## config.mk

```make
export PLATFORM = sky130hd
export DESIGN_NAME = pm_ctrl_reg
export DESIGN_NICKNAME = d
export VERILOG_FILES = /design/src/rtl/pm_pkg.sv /design/src/rtl/pm_wake_ctl.sv /design/src/rtl/pm_state_ctl.sv /design/src/rtl/pm_gate.sv /design/src/rtl/pm_ctrl_reg.sv
export SDC_FILE = /design/constraint.sdc
export NUM_CORES = 1
export LEC_CHECK = 0
export BUFFER_PORTS_ARGS = -buffer_cell sky130_fd_sc_hd__buf_2
export CAP_MARGIN = 20
export CORE_MARGIN = 2
export CORE_UTILIZATION = 35
export CTS_CLUSTER_DIAMETER = 30
export CTS_CLUSTER_SIZE = 25
export DETAILED_ROUTE_END_ITERATION = 10
export GPL_TIMING_DRIVEN = 0
export PLACE_DENSITY = 0.86
export REMOVE_ABC_BUFFERS = 1
export SLEW_MARGIN = 5
export SYNTH_ARGS = -nofsm -noshare
export SYNTH_HDL_FRONTEND = slang
export SYNTH_HIERARCHICAL = 1
export SYNTH_SLANG_ARGS = --single-unit
export TNS_END_PERCENT = 30
```

## constraint.sdc

```tcl
create_clock -name clk_i -period 2.09 [get_ports clk_i]
set_input_delay 0.1045 -clock clk_i [delete_from_list [all_inputs] [get_ports clk_i]]
set_output_delay 0.1045 -clock clk_i [all_outputs]
set_load 0.1 [all_outputs]
```

## src/rtl/pm_pkg.sv

```systemverilog
`timescale 1ns/1ps
package pm_pkg;
  localparam int REG_W   = 16;
  localparam int STS_BIT = 15;
  localparam int EN_BIT  = 8;
  localparam int BE_W    = REG_W / 8;

  typedef logic [1:0] pstate_t;
  localparam pstate_t PS_ON  = 2'b00;
  localparam pstate_t PS_OFF = 2'b11;
endpackage

```

## src/rtl/pm_wake_ctl.sv

```systemverilog
`timescale 1ns/1ps
// Wake status/enable, always-on domain only
module pm_wake_ctl (
  input  logic clk_i,
  input  logic aon_rst_ni,
  input  logic evt_i,
  input  logic hi_wr_i,
  input  logic clr_i,
  input  logic en_d_i,
  output logic sts_o,
  output logic en_o
);
  logic sts_q, en_q;

  always_ff @(posedge clk_i or negedge aon_rst_ni) begin
    if (!aon_rst_ni) begin
      sts_q <= 1'b0;
      en_q  <= 1'b0;
    end else begin
      // set wins over clear
      if (evt_i)                sts_q <= 1'b1;
      else if (hi_wr_i && clr_i) sts_q <= 1'b0;
      if (hi_wr_i) en_q <= en_d_i;
    end
  end

  assign sts_o = sts_q;
  assign en_o  = en_q;
endmodule

```

## src/rtl/pm_state_ctl.sv

```systemverilog
`timescale 1ns/1ps
module pm_state_ctl
  import pm_pkg::*;
(
  input  logic    clk_i,
  input  logic    rst_ni,
  input  logic    lo_wr_i,
  input  pstate_t ps_d_i,
  output pstate_t ps_o,
  output logic    soft_rst_o
);
  pstate_t ps_q;
  logic    soft_q;
  logic    legal, wake_up;

  assign legal   = (ps_d_i == PS_ON) || (ps_d_i == PS_OFF);
  assign wake_up = lo_wr_i && (ps_q == PS_OFF) && (ps_d_i == PS_ON);

  always_ff @(posedge clk_i or negedge rst_ni) begin
    if (!rst_ni) begin
      ps_q   <= PS_ON;
      soft_q <= 1'b0;
    end else begin
      soft_q <= wake_up;
      if (lo_wr_i && legal) ps_q <= ps_d_i;
    end
  end

  assign ps_o       = ps_q;
  assign soft_rst_o = soft_q;
endmodule

```

## src/rtl/pm_gate.sv

```systemverilog
`timescale 1ns/1ps
module pm_gate
  import pm_pkg::*;
(
  input  pstate_t ps_i,
  input  logic    fn_irq_i,
  input  logic    sts_i,
  input  logic    en_i,
  output logic    irq_o,
  output logic    mem_dec_en_o,
  output logic    wake_req_o
);
  assign irq_o        = fn_irq_i && (ps_i == PS_ON);
  assign mem_dec_en_o = (ps_i != PS_OFF);
  assign wake_req_o   = sts_i && en_i;
endmodule

```

## src/rtl/pm_ctrl_reg.sv

```systemverilog
`timescale 1ns/1ps
module pm_ctrl_reg
  import pm_pkg::*;
#(
  parameter int                ADDR_W   = 8,
  parameter logic [ADDR_W-1:0] REG_ADDR = 8'h60
) (
  input  logic              clk_i,
  input  logic              rst_ni,
  input  logic              aon_rst_ni,
  input  logic [ADDR_W-1:0] cfg_addr_i,
  input  logic              cfg_wr_i,
  input  logic [BE_W-1:0]   cfg_be_i,
  input  logic [REG_W-1:0]  cfg_wdata_i,
  output logic [REG_W-1:0]  cfg_rdata_o,
  input  logic              wake_evt_i,
  input  logic              fn_irq_i,
  output logic              irq_o,
  output logic              mem_dec_en_o,
  output logic              wake_req_o,
  output logic              soft_rst_o
);
  logic    sel, wr_hit, lo_wr, hi_wr;
  logic    sts, en;
  pstate_t ps;
  logic    unused_wdata;

  assign sel    = (cfg_addr_i == REG_ADDR);
  assign wr_hit = cfg_wr_i && sel;
  assign lo_wr  = wr_hit && cfg_be_i[0];
  assign hi_wr  = wr_hit && cfg_be_i[1];
  assign unused_wdata = ^{cfg_wdata_i[14:9], cfg_wdata_i[7:2]};

  pm_wake_ctl u_wake (
    .clk_i      (clk_i),
    .aon_rst_ni (aon_rst_ni),
    .evt_i      (wake_evt_i),
    .hi_wr_i    (hi_wr),
    .clr_i      (cfg_wdata_i[STS_BIT]),
    .en_d_i     (cfg_wdata_i[EN_BIT]),
    .sts_o      (sts),
    .en_o       (en)
  );

  pm_state_ctl u_state (
    .clk_i      (clk_i),
    .rst_ni     (rst_ni),
    .lo_wr_i    (lo_wr),
    .ps_d_i     (cfg_wdata_i[1:0]),
    .ps_o       (ps),
    .soft_rst_o (soft_rst_o)
  );

  pm_gate u_gate (
    .ps_i         (ps),
    .fn_irq_i     (fn_irq_i),
    .sts_i        (sts),
    .en_i         (en),
    .irq_o        (irq_o),
    .mem_dec_en_o (mem_dec_en_o),
    .wake_req_o   (wake_req_o)
  );

  always_comb begin
    cfg_rdata_o = '0;
    if (sel) begin
      cfg_rdata_o[STS_BIT] = sts;
      cfg_rdata_o[EN_BIT]  = en;
      cfg_rdata_o[1:0]     = ps;
    end
  end
endmodule

```

==> qor.yml <==
clocking:
  htree_levels: 1
  cts_inserted_buffers: 3
  clockBufferDepth: 2
  cts-resized-gates: 0
  cts.clk_slew.worst_paths_ns: 0.04
  clock_sinks: 5
  clk_latency_ns: 0.24
  cts_setup_buffers: 0
  holdBufCountCts: 2
  cts-root-buf: "clkbuf_4"
  cts_tree: "done"
synth:
  netlist.area_leader.share: 0.270
  ys_ff_latch: 5
  syn_area_per_cell_um2: 9.88
  synthTopCellsByArea: "dfrtp_1 27%, buf_4 19%, nor3_2 13%, mux2_4 9.7%, inv_1 4.9%"
  netlist_instances: 47
  ys_seq_area_frac: 0.270
  netlist_area_um2: 464
  yosysWarningCount: 6
  netlist-cell-type-count: 17
  synth_top_cell_by_area: "dfrtp_1"
sta:
  setup_viol: 0
  skew_ns: 0.0000389
  finalSetupTns_ns: 0
  rsz0062_at_grt: "false"
  fin_crit_ns: 1.59
  max_freq_ghz: 0.629
  finalMaxSlewViolations: 0
  final_hold_viol_count: 0
  fin_crit_sh: 0.760
placement:
  dp_cells: 86
  port_buffers: 27
  place_congestion: 0.706
  dpl_cell_area_um2: 553
  place_hpwl_um: 669
routing:
  vias: 361
  routed_wirelength_um: 760
  wl_per_cell_um: 8.26
  first_iter_violations: 0
  first_pass_iters: 1
  via_per_inst: 3.92
  drc: 0
  ant_nets: 0
die:
  chipWidth_um: 40.4
  start_util: 0.366
  die_h_um: 40.4
  pin_count: 52
  coreArea_um2: 1270
  die-area_um2: 1630
  rows: 13
final_layout:
  syn2layout_area_growth_pct: 29.1
  final_area_um2: 599
  antenna_cells: 0
  final_common_cell: "buf_2"
  layoutNonFillerInstCount: 92
  layout_common_cells: "27 x buf_2, 12 x conb_1, 6 x inv_1, 6 x nor3_2, 5 x dfrtp_1"
  drive_above_1_share: 0.558
  finalNetCount: 111
grt:
  grt_use_total: 0.115
  overflow: 0
  antenna_found_initial: 0
  grt_pass1_vias: 312
  grt_max_degree: 7
  grt_pass1_wl_um: 1170
power:
  p_leak_nw: 0.329
  peakVddDrop_mv: 0.215
  p_per_area_nw_per_um2: 582
  power_mw: 0.349
setup_path:
  crit_slowest_cell: "or4b_1"
  cp.required_ns: 1.99
  crit_family: "simple AND/OR/NAND/NOR gates"
  path_class: "primary input to output pin"
  path_cells: "buf_2 -> or4b_1 -> nor3_2 -> buf_2"
  startpoint_type: "primary input"
  worstPathMaxFanout: 6
  path_common_cell: "buf_2"
  worst_setup_path_end_kind: "output pin"
  arrival_ns: 1.48
  max_stage_delay_ns: 0.68
  cp_num_buf_inv: 2
run_status:
  status: "completed"
job:
  drv_cap: 0
hold_path:
  hold_path.class: "primary input to flop"
[through the flow]
step	setup slack, ns	util	hold WS (ns)
floorplan	-0.00441	-	-0.191
global placement	0.407	0.436	-0.109
detailed placement	0.358	0.436	-0.108
CTS	0.491	0.472	0.0501
global route	0.435	0.472	0.0703
finish	0.501	0.472	0.0539
[flip-flops by register name (all words and copies together), names as in the netlist]
| register | cells |
|---|---|
| u_state/ps_o | 2 |
| u_state/soft_rst_o | 1 |
| u_wake/en_o | 1 |
| u_wake/sts_o | 1 |
[synth_stat cells]
| cell type | count |
|---|---|
| buf_2 | 1 |
| a21o_1 | 1 |
| dfrtp_1 | 5 |
| ha_1 | 1 |
| buf_6 | 1 |
| or4b_4 | 1 |
| or4b_1 | 1 |
| nand2_1 | 4 |
| inv_1 | 6 |
| and2_1 | 1 |
| nor3b_2 | 1 |
| nor3_2 | 6 |
| nand2b_4 | 1 |
| and4_2 | 1 |
| buf_4 | 12 |
| conb_1 | 1 |
| mux2_4 | 3 |
[routing by layer]
| layer | part of all wire | track usage |
|---|---|---|
| met1 | 0.44 | 0.121 |
| met2 | 0.43 | 0.183 |
| met3 | 0.12 | 0.0167 |
| met4 | 0 | 0.125 |
| met5 | 0 | 0 |
[power by group]
| group | internal, mW | total, mW | switching [mW] |
|---|---|---|---|
| Combinational | 0.0234 | 0.141 | 0.118 |
| Sequential | 0.0984 | 0.0997 | 0.00132 |
| Clock | 0.0719 | 0.108 | 0.0359 |
[final timing paths]
kind / from / end / slack [ns] / depth (start not counted)
max: cfg_addr_i[1] / cfg_rdata_o[1] / 0.50 / 4
min: wake_evt_i / u_wake/sts_o$_DFFE_PN0P_ / 0.05 / 2
max reg2reg: u_state/ps_o[1]$_DFFE_PN0P_ / u_state/ps_o[1]$_DFFE_PN0P_ / 1.28 / 1
min reg2reg: u_wake/sts_o$_DFFE_PN0P_ / u_wake/sts_o$_DFFE_PN0P_ / 0.50 / 1
max in group asynchronous: rst_ni / u_state/ps_o[1]$_DFFE_PN0P_ / 1.80 / 2
min in group asynchronous: aon_rst_ni / u_wake/sts_o$_DFFE_PN0P_ / 0.18 / 2
[final cells by class]
| cell class | instances | area, um^2 |
|---|---|---|
| fill | 133 | 669 |
| inverter | 6 | 22.5 |
| multi-input combinational | 33 | 251 |
| clock buffer | 4 | 26.3 |
| tap | 15 | 18.8 |
| sequential | 5 | 125 |
| timing repair buffer | 29 | 155 |
[cell families (layout without fill, tap and decap cells)]
group,count (synthesis),after routing,share of synthesized area
buffers and inverters,20,39,0.278
AND/OR/NAND/NOR,16,16,0.305
flip-flops,5,5,0.270
multiplexers,3,3,0.0970
adder cells (fa/ha/maj),1,1,0.0269
other,1,12,0.00808
AO/OA/AOI/OAI,1,1,0.0162
Power figures use the tool's default switching activity.
